`src/rtl/ee_pkg.sv`:
```
package ee_pkg;

   typedef enum logic [2:0] {
      ST_IDLE,
      ST_RX,
      ST_ACK,
      ST_TX,
      ST_RACK,
      ST_RHOLD
   } ee_state_e;

   typedef enum logic [1:0] {
      PH_DEV,
      PH_WADDR,
      PH_WDATA,
      PH_RDATA
   } ee_phase_e;

endpackage

```
`src/rtl/ee_line_sense.sv`:
```
module ee_line_sense #(
   parameter int SYNC_STAGES = 2
) (
   input  logic clk,
   input  logic rst_n,
   input  logic scl_i,
   input  logic sda_i,
   output logic scl_lvl,
   output logic sda_lvl,
   output logic scl_rise,
   output logic scl_fall,
   output logic bus_start,
   output logic bus_stop
);

   localparam int TOP = SYNC_STAGES - 1;

   generate
      if (SYNC_STAGES < 2) begin : g_bad_sync
         $error("ee_line_sense: SYNC_STAGES must be at least 2");
      end
   endgenerate

   logic [TOP:0] scl_sh;
   logic [TOP:0] sda_sh;
   logic         scl_d;
   logic         sda_d;

   always_ff @(posedge clk or negedge rst_n) begin
      if (!rst_n) begin
         scl_sh <= '1;
         sda_sh <= '1;
         scl_d  <= 1'b1;
         sda_d  <= 1'b1;
      end else begin
         scl_sh <= {scl_sh[TOP-1:0], scl_i};
         sda_sh <= {sda_sh[TOP-1:0], sda_i};
         scl_d  <= scl_sh[TOP];
         sda_d  <= sda_sh[TOP];
      end
   end

   assign scl_lvl   = scl_sh[TOP];
   assign sda_lvl   = sda_sh[TOP];
   assign scl_rise  = scl_lvl & ~scl_d;
   assign scl_fall  = ~scl_lvl & scl_d;
   assign bus_start = scl_lvl & scl_d & sda_d & ~sda_lvl;
   assign bus_stop  = scl_lvl & scl_d & ~sda_d & sda_lvl;

endmodule

```
`src/rtl/ee_page_buf.sv`:
```
module ee_page_buf #(
   parameter int AW = 7,
   parameter int DW = 8,
   parameter int PW = 3
) (
   input  logic                        clk,
   input  logic                        rst_n,
   input  logic                        clear,
   input  logic                        row_load,
   input  logic [AW-PW-1:0]            row_in,
   input  logic                        wr_en,
   input  logic [PW-1:0]               wr_slot,
   input  logic [DW-1:0]               wr_data,
   output logic [AW-PW-1:0]            row_q,
   output logic [(1<<PW)-1:0]          valid_q,
   output logic [(1<<PW)-1:0][DW-1:0]  slot_q
);

   localparam int PG = 1 << PW;

   generate
      if (PW < 1 || PW >= AW) begin : g_bad_page
         $error("ee_page_buf: PW must lie between 1 and AW-1");
      end
   endgenerate

   always_ff @(posedge clk or negedge rst_n) begin
      if (!rst_n)        row_q <= '0;
      else if (row_load) row_q <= row_in;
   end

   generate
      for (genvar g = 0; g < PG; g++) begin : g_slot
         always_ff @(posedge clk or negedge rst_n) begin
            if (!rst_n) begin
               valid_q[g] <= 1'b0;
               slot_q[g]  <= '0;
            end else if (clear) begin
               valid_q[g] <= 1'b0;
            end else if (wr_en && wr_slot == PW'(g)) begin
               valid_q[g] <= 1'b1;
               slot_q[g]  <= wr_data;
            end
         end
      end
   endgenerate


   slot_fill_chk: assert property (@(posedge clk) disable iff (!rst_n)
      (wr_en && !clear) |=> (valid_q != '0));

endmodule

```
`src/rtl/ee_store.sv`:
```
module ee_store #(
   parameter int          AW          = 7,
   parameter int          DW          = 8,
   parameter int          PW          = 3,
   parameter logic [7:0]  ERASED      = 8'hFF,
   parameter bit          RESET_ARRAY = 1'b1
) (
   input  logic                        clk,
   input  logic                        rst_n,
   input  logic                        commit,
   input  logic [AW-PW-1:0]            row_i,
   input  logic [(1<<PW)-1:0]          valid_i,
   input  logic [(1<<PW)-1:0][DW-1:0]  slot_i,
   input  logic [AW-1:0]               rd_addr,
   output logic [DW-1:0]               rd_data
);

   localparam int DEPTH = 1 << AW;
   localparam int PG    = 1 << PW;
   localparam int RW    = AW - PW;

   logic [DW-1:0] words [DEPTH];

   generate
      for (genvar w = 0; w < DEPTH; w++) begin : g_word
         localparam int SL  = w % PG;
         localparam int ROW = w / PG;
         logic          hit;
         logic [DW-1:0] word_q;

         assign hit = commit && (row_i == RW'(ROW)) && valid_i[SL];

         if (RESET_ARRAY) begin : g_rst
            always_ff @(posedge clk or negedge rst_n) begin
               if (!rst_n)   word_q <= DW'(ERASED);
               else if (hit) word_q <= slot_i[SL];
            end
         end else begin : g_nrst
            always_ff @(posedge clk) begin
               if (hit) word_q <= slot_i[SL];
            end
         end

         assign words[w] = word_q;
      end
   endgenerate

   assign rd_data = words[rd_addr];


   commit_valid_chk: assert property (@(posedge clk) disable iff (!rst_n)
      commit |-> (valid_i != '0));

endmodule

```
`src/rtl/ee_serial_mem.sv`:
```
module ee_serial_mem
   import ee_pkg::*;
#(
   parameter int          AW          = 7,
   parameter int          DW          = 8,
   parameter int          PW          = 3,
   parameter logic [3:0]  DEV_CODE    = 4'b1010,
   parameter int          WR_CYCLES   = 5000,
   parameter logic [7:0]  ERASED      = 8'hFF,
   parameter bit          RESET_ARRAY = 1'b1,
   parameter int          SYNC_STAGES = 2
) (
   input  logic       clk,
   input  logic       rst_n,
   input  logic       scl_i,
   input  logic       sda_i,
   output logic       sda_oe,
   input  logic [2:0] strap_i,
   input  logic       wp_i
);

   localparam int PG  = 1 << PW;
   localparam int RW  = AW - PW;
   localparam int CW  = $clog2(WR_CYCLES + 1);
   localparam int BCW = $clog2(DW + 1);

   generate
      if (DW != 8) begin : g_bad_dw
         $error("ee_serial_mem: bus bytes are 8 bits, DW must be 8");
      end
      if (AW < 2 || AW > 8) begin : g_bad_aw
         $error("ee_serial_mem: AW must lie between 2 and 8");
      end
      if (WR_CYCLES < 1) begin : g_bad_wr
         $error("ee_serial_mem: WR_CYCLES must be at least 1");
      end
   endgenerate

   logic scl_lvl, sda_lvl, scl_rise, scl_fall, bus_start, bus_stop;

   ee_line_sense #(.SYNC_STAGES(SYNC_STAGES)) u_sense (
      .clk       (clk),
      .rst_n     (rst_n),
      .scl_i     (scl_i),
      .sda_i     (sda_i),
      .scl_lvl   (scl_lvl),
      .sda_lvl   (sda_lvl),
      .scl_rise  (scl_rise),
      .scl_fall  (scl_fall),
      .bus_start (bus_start),
      .bus_stop  (bus_stop)
   );

   ee_state_e          st;
   ee_phase_e          phase;
   logic [BCW-1:0]     bit_cnt;
   logic [DW-1:0]      shreg;
   logic [AW-1:0]      addr;
   logic               tx_after;
   logic               busy;
   logic [CW-1:0]      wcnt;

   logic                       pb_clear, commit;
   logic [RW-1:0]              pb_row;
   logic [PG-1:0]              pb_valid;
   logic [PG-1:0][DW-1:0]      pb_slots;
   logic [DW-1:0]              rd_data;

   logic bus_quiet, byte_done, dev_match;
   logic take_waddr, take_data, load_tx;

   assign bus_quiet  = !bus_start && !bus_stop;
   assign byte_done  = bus_quiet && (st == ST_RX) && scl_fall && (bit_cnt == BCW'(DW));
   assign dev_match  = (shreg[7:4] == DEV_CODE) && (shreg[3:1] == strap_i) && !busy;
   assign take_waddr = byte_done && (phase == PH_WADDR);
   assign take_data  = byte_done && (phase == PH_WDATA);
   assign load_tx    = bus_quiet && scl_fall &&
                       (((st == ST_ACK) && tx_after) || (st == ST_RHOLD));

   // write-cycle timer
   assign commit   = busy && (wcnt == CW'(1));
   assign pb_clear = (bus_start && !busy) || (bus_stop && !busy && wp_i) || commit;

   always_ff @(posedge clk or negedge rst_n) begin
      if (!rst_n) begin
         busy <= 1'b0;
         wcnt <= '0;
      end else if (bus_stop && !busy && (pb_valid != '0) && !wp_i) begin
         busy <= 1'b1;
         wcnt <= CW'(WR_CYCLES);
      end else if (busy) begin
         if (commit) busy <= 1'b0;
         wcnt <= wcnt - 1'b1;
      end
   end

   // bus protocol engine
   always_ff @(posedge clk or negedge rst_n) begin
      if (!rst_n) begin
         st       <= ST_IDLE;
         phase    <= PH_DEV;
         bit_cnt  <= '0;
         shreg    <= '0;
         addr     <= '0;
         sda_oe   <= 1'b0;
         tx_after <= 1'b0;
      end else if (bus_start) begin
         st      <= ST_RX;
         phase   <= PH_DEV;
         bit_cnt <= '0;
         sda_oe  <= 1'b0;
      end else if (bus_stop) begin
         st     <= ST_IDLE;
         phase  <= PH_DEV;
         sda_oe <= 1'b0;
      end else if (load_tx) begin
         shreg   <= rd_data;
         addr    <= addr + 1'b1;
         sda_oe  <= ~rd_data[DW-1];
         bit_cnt <= BCW'(1);
         st      <= ST_TX;
      end else begin
         case (st)
            ST_RX: begin
               if (scl_rise && bit_cnt != BCW'(DW)) begin
                  shreg   <= {shreg[DW-2:0], sda_lvl};
                  bit_cnt <= bit_cnt + 1'b1;
               end else if (byte_done) begin
                  case (phase)
                     PH_DEV: begin
                        if (dev_match) begin
                           sda_oe   <= 1'b1;
                           st       <= ST_ACK;
                           tx_after <= shreg[0];
                           phase    <= shreg[0] ? PH_RDATA : PH_WADDR;
                        end else begin
                           st <= ST_IDLE;
                        end
                     end
                     PH_WADDR: begin
                        sda_oe   <= 1'b1;
                        st       <= ST_ACK;
                        tx_after <= 1'b0;
                        addr     <= shreg[AW-1:0];
                        phase    <= PH_WDATA;
                     end
                     PH_WDATA: begin
                        sda_oe   <= 1'b1;
                        st       <= ST_ACK;
                        tx_after <= 1'b0;
                        addr     <= {addr[AW-1:PW], addr[PW-1:0] + 1'b1};
                     end
                     default: st <= ST_IDLE;
                  endcase
               end
            end
            ST_ACK: begin
               if (scl_fall) begin
                  sda_oe  <= 1'b0;
                  bit_cnt <= '0;
                  st      <= ST_RX;
               end
            end
            ST_TX: begin
               if (scl_fall) begin
                  if (bit_cnt == BCW'(DW)) begin
                     sda_oe <= 1'b0;
                     st     <= ST_RACK;
                  end else begin
                     sda_oe  <= ~shreg[DW-2];
                     shreg   <= shreg << 1;
                     bit_cnt <= bit_cnt + 1'b1;
                  end
               end
            end
            ST_RACK: begin
               if (scl_rise) st <= sda_lvl ? ST_IDLE : ST_RHOLD;
            end
            default: ;
         endcase
      end
   end

   ee_page_buf #(.AW(AW), .DW(DW), .PW(PW)) u_page (
      .clk      (clk),
      .rst_n    (rst_n),
      .clear    (pb_clear),
      .row_load (take_waddr),
      .row_in   (shreg[AW-1:PW]),
      .wr_en    (take_data),
      .wr_slot  (addr[PW-1:0]),
      .wr_data  (shreg),
      .row_q    (pb_row),
      .valid_q  (pb_valid),
      .slot_q   (pb_slots)
   );

   ee_store #(
      .AW(AW), .DW(DW), .PW(PW), .ERASED(ERASED), .RESET_ARRAY(RESET_ARRAY)
   ) u_store (
      .clk     (clk),
      .rst_n   (rst_n),
      .commit  (commit),
      .row_i   (pb_row),
      .valid_i (pb_valid),
      .slot_i  (pb_slots),
      .rd_addr (addr),
      .rd_data (rd_data)
   );


   oe_scl_low_chk: assert property (@(posedge clk) disable iff (!rst_n)
      (sda_oe != $past(sda_oe)) |-> !scl_lvl);


   busy_quiet_chk: assert property (@(posedge clk) disable iff (!rst_n)
      busy |-> !sda_oe);


   page_row_chk: assert property (@(posedge clk) disable iff (!rst_n)
      $past(take_data) |-> (addr[AW-1:PW] == $past(addr[AW-1:PW])));


   read_inc_chk: assert property (@(posedge clk) disable iff (!rst_n)
      $past(load_tx) |-> (addr == $past(addr) + 1'b1));

endmodule

```
`config.mk`:
```
export PLATFORM = sky130hd
export DESIGN_NAME = ee_serial_mem
export DESIGN_NICKNAME = d
export VERILOG_FILES = /design/src/rtl/ee_pkg.sv /design/src/rtl/ee_line_sense.sv /design/src/rtl/ee_page_buf.sv /design/src/rtl/ee_store.sv /design/src/rtl/ee_serial_mem.sv
export SDC_FILE = /design/constraint.sdc
export NUM_CORES = 2
export LEC_CHECK = 0
export ABC_AREA = 1
export BUFFER_PORTS_ARGS = -buffer_cell sky130_fd_sc_hd__buf_4
export CORE_MARGIN = 5
export CORE_UTILIZATION = 48
export CTS_BUF_LIST = sky130_fd_sc_hd__clkbuf_4 sky130_fd_sc_hd__clkbuf_8
export DETAILED_ROUTE_END_ITERATION = 10
export PLACE_DENSITY_LB_ADDON = 0.12
export SYNTH_ARGS = -nofsm -noshare
export SYNTH_HDL_FRONTEND = slang
export SYNTH_SLANG_ARGS = --single-unit
```
`constraint.sdc`:
```
create_clock -name clk -period 6.27 [get_ports clk]
set_input_delay 1.254 -clock clk [delete_from_list [all_inputs] [get_ports clk]]
set_output_delay 1.254 -clock clk [all_outputs]
set_load 0.1 [all_outputs]
```
== After elaboration in Yosys (flattened, before gate mapping) ==
Cells that the tools add are included.

* Bits in latches: 0
* Input port bits: 8
* Register bits: 1,146
* Bits in read-only memories: 0
* Memories: 0
* Memory bits (writable): 0

* Bitwise gates (word level): 19
* Equality and inequality tests: 56
* Shift-type cells: 0
* Muxes and demuxes: 77
* Magnitude comparators: 1
* Reduce and logical (&&, ||, !) cells: 219
* Divide/modulo/power cells: 0
* Multipliers: 0
* Add/sub/neg operators: 4

{| class="wikitable"
|+ Operator list
! cell !! number
|-
| logical AND 1 bit || 170
|-
| binary-select mux 8 bit (select 7 bit) || 1
|-
| 2-to-1 mux 8 bit || 6
|-
| equality test 4 bit, second input constant || 10
|-
| 2-to-1 mux 3 bit || 10
|-
| != test 5 bit, second input constant || 6
|-
| 2-to-1 mux 1 bit || 29
|-
| 2-to-1 mux 4 bit || 7
|-
| 2-to-1 mux 7 bit || 4
|-
| 2-to-1 mux 13 bit || 2
|-
| nonzero test 2 bit || 13
|-
| AND reduction 6 bit || 4
|-
| AND reduction 7 bit || 3
|-
| != test 4 bit, second input constant || 5
|-
| equality test 3 bit, second input constant || 6
|-
| 2-to-1 mux 2 bit || 9
|-
| equality test 4 x 3 -> 1 bit, second input constant || 4
|-
| case mux 8 bit (2 select lines) || 1
|-
| AND reduction 2 bit || 8
|-
| case mux 7 bit (2 select lines) || 1
|-
| equality test 13 x 1 -> 1 bit, second input constant || 1
|-
| subtractor 13 x 1 -> 13 bit, second input constant || 1
|-
| equality test 3 x 2 -> 1 bit, second input constant || 4
|-
| != test 3 bit, second input constant || 4
|-
| 37 further kinds || 67
|}

== Longest topological paths before layout ==
* Depth in word-level cells: 14
* Mapped depth: 17
* Mapped depth without buffers: 16

== Cells and area by module ==
A second synthesis with hierarchy kept.

* Cell total of the unflattened synthesis: 6,597
* Area total of the unflattened synthesis: 54,018.1 um^2

{| class="wikitable"
|+ Modules (own cells, without submodules)
! module !! times used !! seq. area each (um^2) !! cells each !! area an instance (um^2)
|-
| ee_store || 1 || 26,905.8 || 5,849 || 47,974.8
|-
| ee_page_buf || 1 || 1,901.8 || 332 || 3,106.7
|-
| ee_serial_mem || 1 || 1,001.0 || 399 || 2,737.6
|-
| ee_line_sense || 1 || 157.7 || 17 || 198.9
|}

== Worst setup path before layout ==
Ideal clock, no wire load.

* Path kind: input to register
* Start point: input wp_i
* End point: register wcnt[5]
* Slack: 3.929 ns
* Setup time: 0.123 ns
* Stages on the path: 4
* Arrival: 2.218 ns
* Path through: nor4_1 inv_1 o21ai_0 a21oi_1

* Word-level cells in the longest chain between the ends: 3
* Elaborated cells between the ends (all ways): 4

{| class="wikitable"
|+ RTL lines
! item !! RTL line !! source
|-
| start, declared || ee_serial_mem.sv:19 || <nowiki>input logic wp_i</nowiki>
|-
| logical NOT 1 bit (*) || ee_serial_mem.sv:88 || <nowiki>end else if (bus_stop && !busy && (pb_valid != '0) && !wp_i) begin</nowiki>
|-
| logical AND 1 bit (*) || ee_serial_mem.sv:88 ||
|-
| 2-to-1 mux 13 bit / nonzero test 2 bit (equally long branches) || -- ||
|-
| end signal, assigned || ee_serial_mem.sv:90 || <nowiki>wcnt <= CW'(WR_CYCLES);</nowiki>
|-
| end signal, assigned || ee_serial_mem.sv:93 || <nowiki>wcnt <= wcnt - 1'b1;</nowiki>
|-
| end, declared || ee_serial_mem.sv:61 || <nowiki>logic [CW-1:0] wcnt;</nowiki>
|}

Mark *: on every way between the ends. The rest lies on a longest branch, timed or not.
A chain may end at the register's enable or synchronous reset.

== Final worst setup path ==
* Start point: register addr[0]
* End point: register shreg[1]

* Word-level cells in the longest chain between the ends: 5

{| class="wikitable"
|+ RTL lines
! item !! RTL line !! source
|-
| start, declared || ee_serial_mem.sv:58 || <nowiki>logic [AW-1:0] addr;</nowiki>
|-
| start signal, assigned || ee_serial_mem.sv:118 || <nowiki>addr <= addr + 1'b1;</nowiki>
|-
| start signal, assigned || ee_serial_mem.sv:144 || <nowiki>addr <= shreg[AW-1:0];</nowiki>
|-
| start signal, assigned || ee_serial_mem.sv:151 || <nowiki>addr <= {addr[AW-1:PW], addr[PW-1:0] + 1'b1};</nowiki>
|-
| NOT 7 -> 8 bit (not written as such) || ee_store.sv:48 || <nowiki>assign rd_data = words[rd_addr];</nowiki>
|-
| binary-select mux 8 bit (select 7 bit) || ee_store.sv:48 ||
|-
| 2-to-1 mux 8 bit (not written as such) (2 in a row) || ee_store.sv:48 ||
|-
| 2-to-1 mux 8 bit || ee_serial_mem.sv:116 || <nowiki>end else if (load_tx) begin</nowiki>
|-
| end signal, assigned || ee_serial_mem.sv:117 || <nowiki>shreg <= rd_data;</nowiki>
|-
| end signal, assigned || ee_serial_mem.sv:126 || <nowiki>shreg <= {shreg[DW-2:0], sda_lvl};</nowiki>
|-
| end signal, assigned || ee_serial_mem.sv:171 || <nowiki>shreg <= shreg << 1;</nowiki>
|-
| end, declared || ee_serial_mem.sv:57 || <nowiki>logic [DW-1:0] shreg;</nowiki>
|}

No other way between the ends. The select of a mux whose other input is x is not followed.

==> reports/metrics.yaml <==
run:
  drv_cap: 0
global_route:
  use_met2_pct: 49.4
  antenna_found_initial: 11
  use_met3_pct: 6.68
  grt_max_degree: 194
  busiest_layer: "met2"
  grt_first_pass_wirelength_mm: 300
  grt_pass1_vias: 44459
  grt_overflow: 0
  grt_util_all_layers_pct: 32.9
  grtUsageMet1_pct: 44.7
timing:
  rsz0062_at_grt: "false"
  final_max_slew_viol_count: 0
  worstMarginPinSlew_ns: 1.24
  setup_viol: 0
  hold_viol: 0
  fin_crit_sh_pct: 59.5
  setup_tns_ns: 0
  fin_crit_ns: 3.73
  maxSlewHeadroom_pct: 17.2
  worst_hold_slack_ns: 0.354
  skew_ns: 0.0431
  max_freq_mhz: 268
clock_network:
  hold_buffers: 0
  cts.repair.resized: 0
  clock_sinks: 1146
  clkTransAtPathRegs_ns: 0.06
  cts_buffer_depth: 3
  cts_tree: "built"
  postCtsSetupRepairBufs: 0
  htreeDepth: 4
  clk_latency_ns: 0.94
  cts_buffers: 198
  cts-root-buf: "clkbuf_8"
critical_path:
  crit_fanout: 117
  start_kind: "register"
  arrival_ns: 4.60
  cpPeakStageDelay_ns: 0.81
  crit_top_cell: "nand2_1"
  r2r_start: "addr[0]$_DFFE_PN0P_"
  cp_slowest_cell: "o21ai_0"
  critPathLaunch: "addr[0]$_DFFE_PN0P_"
  worstPathCellList: "inv_8, buf_4, o21ai_0, o21ai_0, nand2_1, nand2_1, inv_1, nand2_1, nand2_1, nand3_1, nand3_1, a21oi_1"
  cp.required_ns: 7.14
  critPathKind: "reg -> reg"
  reg2reg_depth: 12
  reg2reg_to: "shreg[1]$_DFFE_PN0P_"
  ff2ff_setup_slack_ns: 2.54
  endpoint_kind: "register"
  crit_path_end: "shreg[1]$_DFFE_PN0P_"
placement:
  placed_cell_area_um2: 56700
  routabilityCongestion: 0.979
  port_buffers: 8
  dp.final_hpwl_mm: 123
routing:
  firstDrtPassIters: 6
  viasPerCell: 5.61
  vias: 46983
  drc: 0
  wirelength_mm: 204
  wl_per_cell_um: 24.3
  drt_iter0_drc: 5473
  ant_nets: 0
floorplanning:
  initial_core_util_pct: 48.2
  core_um2: 116000
  pin_count: 9
  die_w_um: 351
  die-height_um: 351
  placement_rows: 125
  die-area_um2: 123000
synthesis:
  synth.top_cell.area_share_pct: 48.4
  synth_fp_nets: 6818
  synth_seq_cells: 1146
  synthTopCellsByArea: "dfstp_2 (48%), nand2_1 (15%), o21ai_0 (8.0%)"
  synth_edf_count: 0
  ys.flop_type: "dfstp_2"
  syn_avg_cell_area_um2: 8.23
  yosys.cell_types.count: 46
  ys_seq_area_share_pct: 53.6
  synth_cells: 6796
  yosysWarnings: 0
  async_flop_share_pct: 100
  yosysTopAreaCell: "dfstp_2"
  synthesis.area_um2: 55900
layout:
  fin_util_pct: 52.7
  final_cell_mix: "nand2_1 (2184), dfstp_2 (1030), o21ai_0 (891)"
  syn2layout_area_growth_pct: 9.24
  multiInputGateArea_um2: 22200
  finalInstanceArea_um2: 61100
  nets: 6707
  num-fill-cells: 11125
  layout-drive-gt1-share_pct: 26.0
  seq_area_um2: 30000
  final_common_cell: "nand2_1"
power:
  ir_drop_mv: 0.331
  power.leakage_nw: 24.5
  power.density_nw_per_um2: 324
status:
  run_status: "finished, final reports clean"
min_path:
  hold_depth: 0
  hp-class: "reg -> reg"
[worst min-delay path by stage]
stage                                           start                           to  slack (ns)
after floorplan           u_sense.scl_sh[0]$_DFF_PN1_  u_sense.scl_sh[1]$_DFF_PN1_        0.35
after global placement    u_sense.scl_sh[0]$_DFF_PN1_  u_sense.scl_sh[1]$_DFF_PN1_        0.35
after detailed placement  u_sense.scl_sh[0]$_DFF_PN1_  u_sense.scl_sh[1]$_DFF_PN1_        0.35
after CTS                                       scl_i  u_sense.scl_sh[0]$_DFF_PN1_        0.35
after global routing      u_sense.sda_sh[0]$_DFF_PN1_  u_sense.sda_sh[1]$_DFF_PN1_        0.36
final                     u_sense.sda_sh[0]$_DFF_PN1_  u_sense.sda_sh[1]$_DFF_PN1_        0.35
[sequential cells by signal, summed over array words and instances (netlist names), 2 cells and up]
| name | flops |
|---|---|
| u_store.g_word.word_q | 1024 |
| u_page.slot_q | 64 |
| wcnt | 13 |
| shreg | 8 |
| u_page.valid_q | 8 |
| addr | 7 |
| bit_cnt | 4 |
| u_page.row_q | 4 |
| st | 3 |
| phase | 2 |
| u_sense.scl_sh | 2 |
| u_sense.sda_sh | 2 |
[cell families after synthesis]
| kind of cell | count (synthesis) | synth area share, % |
|---|---|---|
| XOR/XNOR | 5 | 0.0783 |
| flip-flops | 1146 | 53.6 |
| AO/OA/AOI/OAI | 1541 | 15.1 |
| AND/OR/NAND/NOR | 3243 | 24.1 |
| adder cells (fa/ha/maj) | 14 | 0.313 |
| buffers and inverters | 845 | 6.78 |
| multiplexers | 2 | 0.0403 |
[per-stage QoR]
stage,cells,worst slack (ns),total power [mW]
finish,8379,2.54,19.8
global route,8376,2.46,20.6
CTS,8373,2.68,19.9
detailed placement,8009,2.70,12.4
global placement,8009,2.67,12.4
floorplan,6796,3.93,10.5
[critical path: cells and delay by family, from the launching register on]
kind / cells / cell delay [ns]
buf+inv: 3 / 1.22
compound gates: 3 / 1.08
flops: 1 / 0.68
simple gates: 6 / 0.56
[layout make-up]
cell class | count | share of cell area [%]
inverter | 414 | 2.57
sequential | 1146 | 49.1
clock buffer | 346 | 6.83
clock inverter | 18 | 0.276
antenna | 6 | 0.0246
tap | 1524 | 3.12
multi-input combinational | 4805 | 36.3
timing repair buffer | 120 | 1.81
[metal layers]
metal  routed length (um)  up-vias
li1                     -    21704
met2                89700     2025
met4                12100        0
met1                85500    22788
met5                    0        -
met3                16300      466
[cells in the mapped netlist (64+ instances only)]
| library cell | count |
|---|---|
| a21oi_1 | 72 |
| inv_1 | 405 |
| dfrtp_1 | 116 |
| o21ai_0 | 891 |
| nor2_1 | 557 |
| nand2_4 | 64 |
| buf_2 | 106 |
| nand3_1 | 375 |
| o21ai_1 | 364 |
| nand2_1 | 2184 |
| buf_6 | 64 |
| o21ai_2 | 151 |
| dfstp_2 | 1030 |
| clkbuf_1 | 237 |
[report_power, final]
group / internal (mW) / total, mW / switching [mW]
Clock: 4.23 / 7.44 / 3.21
Sequential: 7.53 / 7.69 / 0.167
Combinational: 1.11 / 4.68 / 3.57
Total: 12.9 / 19.8 / 6.95
Power figures use the tool's default switching activity.
